<file path="src/rtl/lfpwm_pkg.sv">
package lfpwm_pkg;

  localparam int unsigned ADDR_W = 2;

  // register addresses; the control field positions below are decoded by lfpwm_regs
  typedef enum logic [ADDR_W-1:0] {
    REG_CTRL  = 2'd0,
    REG_CYCLE = 2'd1,
    REG_LOW   = 2'd2,
    REG_SPARE = 2'd3
  } reg_addr_e;

  localparam int unsigned CTRL_RUN_BIT = 0;
  localparam int unsigned CTRL_INV_BIT = 1;
  localparam int unsigned CTRL_DIV_LSB = 2;

endpackage

</file>
<file path="src/rtl/lfpwm_regs.sv">
module lfpwm_regs
  import lfpwm_pkg::*;
#(
  parameter int unsigned CNT_W     = 24,
  parameter int unsigned DATA_W    = 32,
  parameter int unsigned DIV_SEL_W = 2
) (
  input  logic                 clk,
  input  logic                 rst_n,
  input  logic                 wr_en,
  input  logic [ADDR_W-1:0]    wr_addr,
  input  logic [DATA_W-1:0]    wr_data,
  output logic                 run,
  output logic                 invert,
  output logic [DIV_SEL_W-1:0] div_sel,
  output logic [CNT_W-1:0]     cycle,
  output logic [CNT_W-1:0]     low_time
);

  logic                 run_q, inv_q;
  logic [DIV_SEL_W-1:0] div_q;
  logic [CNT_W-1:0]     cycle_q, low_q;

  // upper data bits have no register behind them
  logic unused_hi;
  assign unused_hi = ^wr_data[DATA_W-1:CNT_W];

  always_ff @(posedge clk) begin
    if (!rst_n) begin
      run_q   <= 1'b0;
      inv_q   <= 1'b0;
      div_q   <= '0;
      cycle_q <= '0;
      low_q   <= '0;
    end else if (wr_en) begin
      case (reg_addr_e'(wr_addr))
        REG_CTRL: begin
          run_q <= wr_data[CTRL_RUN_BIT];
          inv_q <= wr_data[CTRL_INV_BIT];
          div_q <= wr_data[CTRL_DIV_LSB +: DIV_SEL_W];
        end
        REG_CYCLE: begin
          // period lock: only a stopped counter accepts a new cycle value
          if (!run_q) cycle_q <= wr_data[CNT_W-1:0];
        end
        REG_LOW:   low_q <= wr_data[CNT_W-1:0];
        default: ;
      endcase
    end
  end

  assign run      = run_q;
  assign invert   = inv_q;
  assign div_sel  = div_q;
  assign cycle    = cycle_q;
  assign low_time = low_q;

  assert_cycle_locked_R7: assert property (@(posedge clk) disable iff (!rst_n)
    run_q |=> $stable(cycle_q));

endmodule

</file>
<file path="src/rtl/lfpwm_prescale.sv">
module lfpwm_prescale #(
  parameter int unsigned DIV_SEL_W = 2
) (
  input  logic                 clk,
  input  logic                 rst_n,
  input  logic                 run,
  input  logic [DIV_SEL_W-1:0] div_sel,
  output logic                 tick
);

  localparam int unsigned MAX_SHIFT = (1 << DIV_SEL_W) - 1;
  localparam int unsigned PW        = (MAX_SHIFT < 1) ? 1 : MAX_SHIFT;

  logic [PW-1:0] pcnt;
  logic [PW:0]   ratio, limit;

  always_comb begin
    ratio = (PW+1)'(1) << div_sel;
    limit = ratio - (PW+1)'(1);
  end

  // ">=" keeps the divider safe if the ratio is lowered while running
  assign tick = run && ({1'b0, pcnt} >= limit);

  always_ff @(posedge clk) begin
    if (!rst_n || !run) pcnt <= '0;
    else if (tick)      pcnt <= '0;
    else                pcnt <= pcnt + 1'b1;
  end

  assert_prescale_idle_R6: assert property (@(posedge clk) disable iff (!rst_n)
    !run |=> pcnt == '0);

endmodule

</file>
<file path="src/rtl/lfpwm_core.sv">
module lfpwm_core #(
  parameter int unsigned CNT_W = 24
) (
  input  logic             clk,
  input  logic             rst_n,
  input  logic             run,
  input  logic             invert,
  input  logic             tick,
  input  logic [CNT_W-1:0] cycle,
  input  logic [CNT_W-1:0] low_time,
  output logic             pwm_out
);

  logic [CNT_W-1:0] cnt;
  logic [CNT_W-1:0] low_act;   // low time in force for the current period
  logic             wrap;

  assign wrap = tick && (cnt == cycle);

  always_ff @(posedge clk) begin
    if (!rst_n) begin
      cnt     <= '0;
      low_act <= '0;
    end else if (!run) begin
      cnt     <= '0;
      low_act <= low_time;
    end else if (tick) begin
      if (wrap) begin
        cnt     <= '0;
        low_act <= low_time;   // period boundary: take the new low time
      end else begin
        cnt <= cnt + 1'b1;
      end
    end
  end

  // low phase first, then high; idle level is low before inversion
  assign pwm_out = (run && (cnt >= low_act)) ^ invert;

  assert_count_bound_R2: assert property (@(posedge clk) disable iff (!rst_n)
    run |-> cnt <= cycle);

  assert_wrap_zero_R2: assert property (@(posedge clk) disable iff (!rst_n)
    (run && wrap) |=> cnt == '0);

  assert_low_hold_R8: assert property (@(posedge clk) disable iff (!rst_n)
    (run && !wrap) |=> $stable(low_act));

  assert_counter_idle_R6: assert property (@(posedge clk) disable iff (!rst_n)
    !run |=> cnt == '0);

  assert_full_low_R4: assert property (@(posedge clk) disable iff (!rst_n)
    (run && (low_act > cycle)) |-> pwm_out == invert);

endmodule

</file>
<file path="src/rtl/lfpwm_top.sv">
module lfpwm_top
  import lfpwm_pkg::*;
#(
  parameter int unsigned CNT_W     = 24,
  parameter int unsigned DATA_W    = 32,
  parameter int unsigned DIV_SEL_W = 2
) (
  input  logic              clk,
  input  logic              rst_n,
  input  logic              wr_en,
  input  logic [ADDR_W-1:0] wr_addr,
  input  logic [DATA_W-1:0] wr_data,
  output logic              pwm_out
);

  logic                 run, invert, tick;
  logic [DIV_SEL_W-1:0] div_sel;
  logic [CNT_W-1:0]     cycle, low_time;

  lfpwm_regs #(.CNT_W(CNT_W), .DATA_W(DATA_W), .DIV_SEL_W(DIV_SEL_W)) u_regs (
    .clk(clk), .rst_n(rst_n), .wr_en(wr_en), .wr_addr(wr_addr), .wr_data(wr_data),
    .run(run), .invert(invert), .div_sel(div_sel), .cycle(cycle), .low_time(low_time)
  );

  lfpwm_prescale #(.DIV_SEL_W(DIV_SEL_W)) u_presc (
    .clk(clk), .rst_n(rst_n), .run(run), .div_sel(div_sel), .tick(tick)
  );

  lfpwm_core #(.CNT_W(CNT_W)) u_core (
    .clk(clk), .rst_n(rst_n), .run(run), .invert(invert), .tick(tick),
    .cycle(cycle), .low_time(low_time), .pwm_out(pwm_out)
  );

  assert_reset_out_R1: assert property (@(posedge clk)
    !rst_n |=> pwm_out == 1'b0);

endmodule

</file>
<file path="config.mk">
export PLATFORM = sky130hd
export DESIGN_NAME = lfpwm_top
export DESIGN_NICKNAME = d
export VERILOG_FILES = /design/src/rtl/lfpwm_pkg.sv /design/src/rtl/lfpwm_regs.sv /design/src/rtl/lfpwm_prescale.sv /design/src/rtl/lfpwm_core.sv /design/src/rtl/lfpwm_top.sv
export SDC_FILE = /design/constraint.sdc
export NUM_CORES = 1
export LEC_CHECK = 0
export ABC_AREA = 1
export CAP_MARGIN = 20
export CORE_UTILIZATION = 30
export CTS_CLUSTER_DIAMETER = 50
export DETAILED_ROUTE_END_ITERATION = 6
export GPL_ROUTABILITY_DRIVEN = 0
export PLACE_DENSITY_LB_ADDON = 0.3
export SYNTH_ARGS = -nofsm -noshare
export SYNTH_HDL_FRONTEND = slang
export SYNTH_SLANG_ARGS = --single-unit
</file>
<file path="constraint.sdc">
create_clock -name clk -period 1.7 [get_ports clk]
set_input_delay 0.425 -clock clk [delete_from_list [all_inputs] [get_ports clk]]
set_output_delay 0.425 -clock clk [all_outputs]
set_load 0.05 [all_outputs]
</file>
# Yosys cells after proc, flatten, opt, wreduce, memory -nomap -nowiden

Cells that the tools add are included.

$add $sub $neg: 3
$lt $le $gt $ge: 2
Equality and inequality tests: 5
Shift operators: 1
Multiplexer cells: 4
Bitwise operators: 2
Reductions and logical operators: 13

Operators by type and width:

| operator              | number |
|---|---|
| $mux 24               | 4 |
| $add 24x1->24 const B | 1 |
| $eq 24x24->1          | 1 |
| $ge 24x24->1          | 1 |
| $reduce_and 2->1      | 4 |
| $ge 3x4->1            | 1 |
| $ne 2x1->1 const B    | 2 |
| $shl 1x2->4 const A   | 1 |
| $sub 4x1->4 const B   | 1 |
| $add 3x1->3 const B   | 1 |
| $logic_and 1x1->1     | 3 |
| $reduce_and 3->1      | 1 |
| $eq 2x1->1 const B    | 1 |
| $eq 2x2->1 const B    | 1 |
| $logic_not 1->1       | 2 |
| $logic_not 2->1       | 1 |
| $reduce_or 2->1       | 1 |
| $logic_or 1x1->1      | 1 |
| $not 1->1             | 1 |
| $xor 1x1->1           | 1 |

Flip-flop bits (word level): 103
Bits of input ports: 37
Output and inout port bits: 1
Word-level logic and storage cells: 38

# Depth between registers and ports, before layout

Depth in word-level cells: 8
Depth in mapped cells: 14
Mapped depth without buffers: 14

# By module

A second synthesis with hierarchy kept.

Cells, all modules: 907
Area total of the unflattened synthesis: 6005.8 um^2

Modules (own cells, without submodules):

| module         | instances | cells each | area an instance (um^2) |
|---|---|---|---|
| lfpwm_core     | 1         | 542        | 3472.1 |
| lfpwm_regs     | 1         | 336        | 2319.7 |
| lfpwm_prescale | 1         | 29         | 214.0 |

# Least setup slack after synthesis

OpenSTA, ideal clock, no wires.

Path kind: register -> output
Start point: register u_core.cnt[7]
End point: output pwm_out
Data arrival time: 1.616 ns
Data required time: 1.275 ns
Slack: -0.341 ns
Cell stages (with the launch flop): 13
Buffers on the path: 0
Cell sequence: dfxtp_1 ha_1 nand2_1 inv_1 nand2_1 nand2_1 a21oi_1 nand2_1 nand2_1 nand3_1 nand2_1 nand2_1 nand2_1

Word-level cells in the longest chain between the ends: 3

RTL lines:

| element                | RTL line         | RTL |
|---|---|---|
| start, declared        | lfpwm_core.sv:14 | `logic [CNT_W-1:0] cnt;` |
| start signal, assigned | lfpwm_core.sv:32 | `cnt <= cnt + 1'b1;` |
| $ge 24x24->1           | lfpwm_core.sv:38 | `assign pwm_out = (run && (cnt >= low_act)) ^ invert;` |
| $logic_and 1x1->1      | lfpwm_core.sv:38 |  |
| $xor 1x1->1            | lfpwm_core.sv:38 |  |
| end, declared          | lfpwm_top.sv:13  | `output logic pwm_out` |

No other way between the ends.

# Worst setup path after layout

Start point: register u_core.low_act[17]
End point: output pwm_out

Word-level cells in the longest chain between the ends: 3

RTL lines:

| element                | RTL line         | RTL |
|---|---|---|
| start, declared        | lfpwm_core.sv:15 | `logic [CNT_W-1:0] low_act;` |
| start signal, assigned | lfpwm_core.sv:26 | `low_act <= low_time;` |
| start signal, assigned | lfpwm_core.sv:30 | `low_act <= low_time;` |
| $ge 24x24->1           | lfpwm_core.sv:38 |  |
| $logic_and 1x1->1      | lfpwm_core.sv:38 |  |
| $xor 1x1->1            | lfpwm_core.sv:38 |  |

No other way between the ends.

==> impl_metrics.ini <==
[global_route]
first_global_vias = 5522
gr-usage-met2_pct = 32.1
grt_pass1_wl_um = 28800
grt_most_used_layer = met2
antenna_found_initial = 0
grt.met1_usage_pct = 24.5
use_met3_pct = 2.07
grtUsageTotal_pct = 18.7
grt-ovfl-total = 0
grt_max_degree = 44

[route]
wire_per_inst_um = 14.2
vias = 5762
detail_route.first_pass.iterations = 4
remaining_drc_errors = 0
drt-total-wl_um = 17700
drt_iter0_markers = 329
ant_nets = 0
routed_via_density = 4.64

[sta]
tns_ns = -7.56
setup_viol = 42
period_minus_slack_ns = 2.57
period_share_pct = 151
fin_ws_ns = -0.868
fmax_mhz = 389
holdWs_ns = 0.470
worst_pin_slew_ns = 0.469
slew_viol_final = 0
skew_ns = 0.0102
slew_headroom_pct = 68.7
hold_viol_final = 0
rsz0062_at_grt = yes

[final_layout]
syn2layout_area_growth_pct = 42.6
final_core_util_pct = 43.8
drive_gt1_share_pct = 29.9
fin_cells = 1243
num_antenna_cells = 0
fin_nets = 1070
final_cell_area_um2 = 8220

[run_status]
status = finished with violations
violations = negative setup slack

[yosys]
synth.net_count = 956
synth_top_family_by_area = simple AND/OR/NAND/NOR gates
yosys.area_share.xor_xnor_pct = 2.73
synth-seq-cells = 103
synth_common_cells = 227 x nand2_1, 164 x nor2_1, 103 x dfxtp_1
netlist_top_cells_area = dfxtp_1 36%, nand2_1 15%, nor2_1 11%, inv_1 6.4%, ha_1 6.3%
synthArstFlopShare_pct = 0
synth_edf_count = 0
synth_mux_area_share_pct = 0
synth_compound_area_share_pct = 12.9
synth_top_area_share_pct = 35.8
yosys.area.top_type = dfxtp_1
netlist_area_um2 = 5760
yosysSeqAreaShare_pct = 35.8
syn-mean-instance-area_um2 = 6.48
synth_cell_types = 27
synth_most_common_cell = nand2_1
synth_fa_ha_area_share_pct = 6.29
yosys_warnings = 0
synthFlopType = dfxtp_1
synth_simple_gate_area_share_pct = 31.9
synthCells = 890

[die]
placementRows = 50
io_pins = 38
core-area_um2 = 18800
initial_core_util_pct = 30.7
die_h_um = 141
die_x_um = 141
die_area_um2 = 19800

[critical_path]
crit_arrival_ns = 2.14
end_kind = output port
r2r_slack_ns = -0.24
critPathKind = reg2out
cp.required_ns = 1.27
crit_fanout = 2
crit_path_start_kind = register

[placed_design]
place_ws_ns = -0.499
postPlaceCellArea_um2 = 6960
numPlacedInstances = 1204
numPortBuffers = 29
dp_hpwl_um = 12200

[pwr]
pwr-share-comb_pct = 20.4
netSwitchingPower_mw = 1.66
leakage_nw = 3.47
clkPwrFrac_pct = 35.9
ir_drop_mv = 0.434
swShare_pct = 28.3
cellPowerDensity_nw_per_um2 = 714
internal_power_mw = 4.21
p_total_mw = 5.87
pwr-share-seq_pct = 43.7

[clocking]
ctsLongestPathBuffers = 2
clk_latency_ns = 0.36
cts_tree = yes
cts_buffers = 9
path_clk_slew_ns = 0.07
clkSinkCount = 103
root_buffer = clkbuf_16
htreeDepth = 3

[run]
drv_cap = 0

[worst_hold_path]
hold_path.class = reg2reg
[area by class of cell]
type / count / area (um2)
repair buffers: 140 / 1380
well taps: 234 / 293
clock inverters: 5 / 58.8
flip-flops and latches: 103 / 2090
multi-input cells: 639 / 3750
fillers: 1900 / 10500
inverters: 111 / 422
clock buffers: 11 / 233
[layout by cell type, fill, tap and decap left out, types with 5 or more instances in the layout]
master             n
nand2_1          207
nor2_1           136
inv_1             86
buf_4             84
dfxtp_1           82
o21ai_0           55
a21oi_1           37
a21oi_2           29
nand3_2           28
clkdlybuf4s50_1   27
inv_2             22
dfxtp_2           21
nand3_1           19
ha_1              19
nand2_2           16
nor2_4            15
nor2_2            13
buf_6             13
buf_12            12
nand4_1           10
xnor2_1           10
ha_4              10
clkbuf_16          9
xor2_1             6
o21ai_1            5
[power groups by stage]
stage | clock (mW) | combinational, mW | sequential, mW
floorplan | 0 | 0.530 | 2.60
global placement | 0 | 0.846 | 2.62
detailed placement | 0 | 0.854 | 2.62
CTS | 2.15 | 1.12 | 2.57
global route | 2.25 | 1.30 | 2.58
finish | 2.11 | 1.20 | 2.57
[cells by family after synthesis]
kind of cell	after synthesis
DFF	103
and+or+nand+nor	459
xor gates and xnor gates	18
buffers and inverters	148
AOI/OAI and AO/OA	133
adders and majority gates	29
[repair_timing]
| item | in CTS | in global routing |
|---|---|---|
| hold buffers | 0 | 0 |
| endpoints found under the setup margin | 49 | 49 |
| pin swaps | 41 | 59 |
| setup buffers | 12 | 14 |
| cloned | 8 | 0 |
| resized for setup | 85 | 106 |
[registers in the layout, indices dropped and copies added (netlist names)]
name             count
u_core.low_act      24
u_core.cnt          24
u_regs.run           1
u_regs.invert        1
u_presc.pcnt         3
u_regs.low_time     24
u_regs.cycle        24
u_regs.div_sel       2
[final timing paths]
kind | start | to | depth (start not counted)
setup / recovery | u_core.low_act[17] | pwm_out | 12
hold / removal | u_regs.cycle[0] | u_regs.cycle[0] | 2
setup reg to reg | u_regs.div_sel[0] | u_core.low_act[22] | 12
hold reg to reg | u_regs.cycle[0] | u_regs.cycle[0] | 2
[layer usage]
layer	part of all wire [%]	wire (um)
met2	49	8660
met3	2.6	464
met4	1.5	270
met5	0	0
met1	47	8320
[worst max-delay path, cell delays in order, from the launching register on]
cell,delay (ns)
dfxtp_2,0.32
inv_2,0.05
ha_4,0.27
nand2_1,0.09
nor2_2,0.10
nand4_1,0.26
nor2_1,0.19
nand2_1,0.08
nand3_2,0.10
nand2_2,0.06
nand2_2,0.07
nand2_4,0.05
buf_12,0.14
Power figures use the tool's default switching activity.
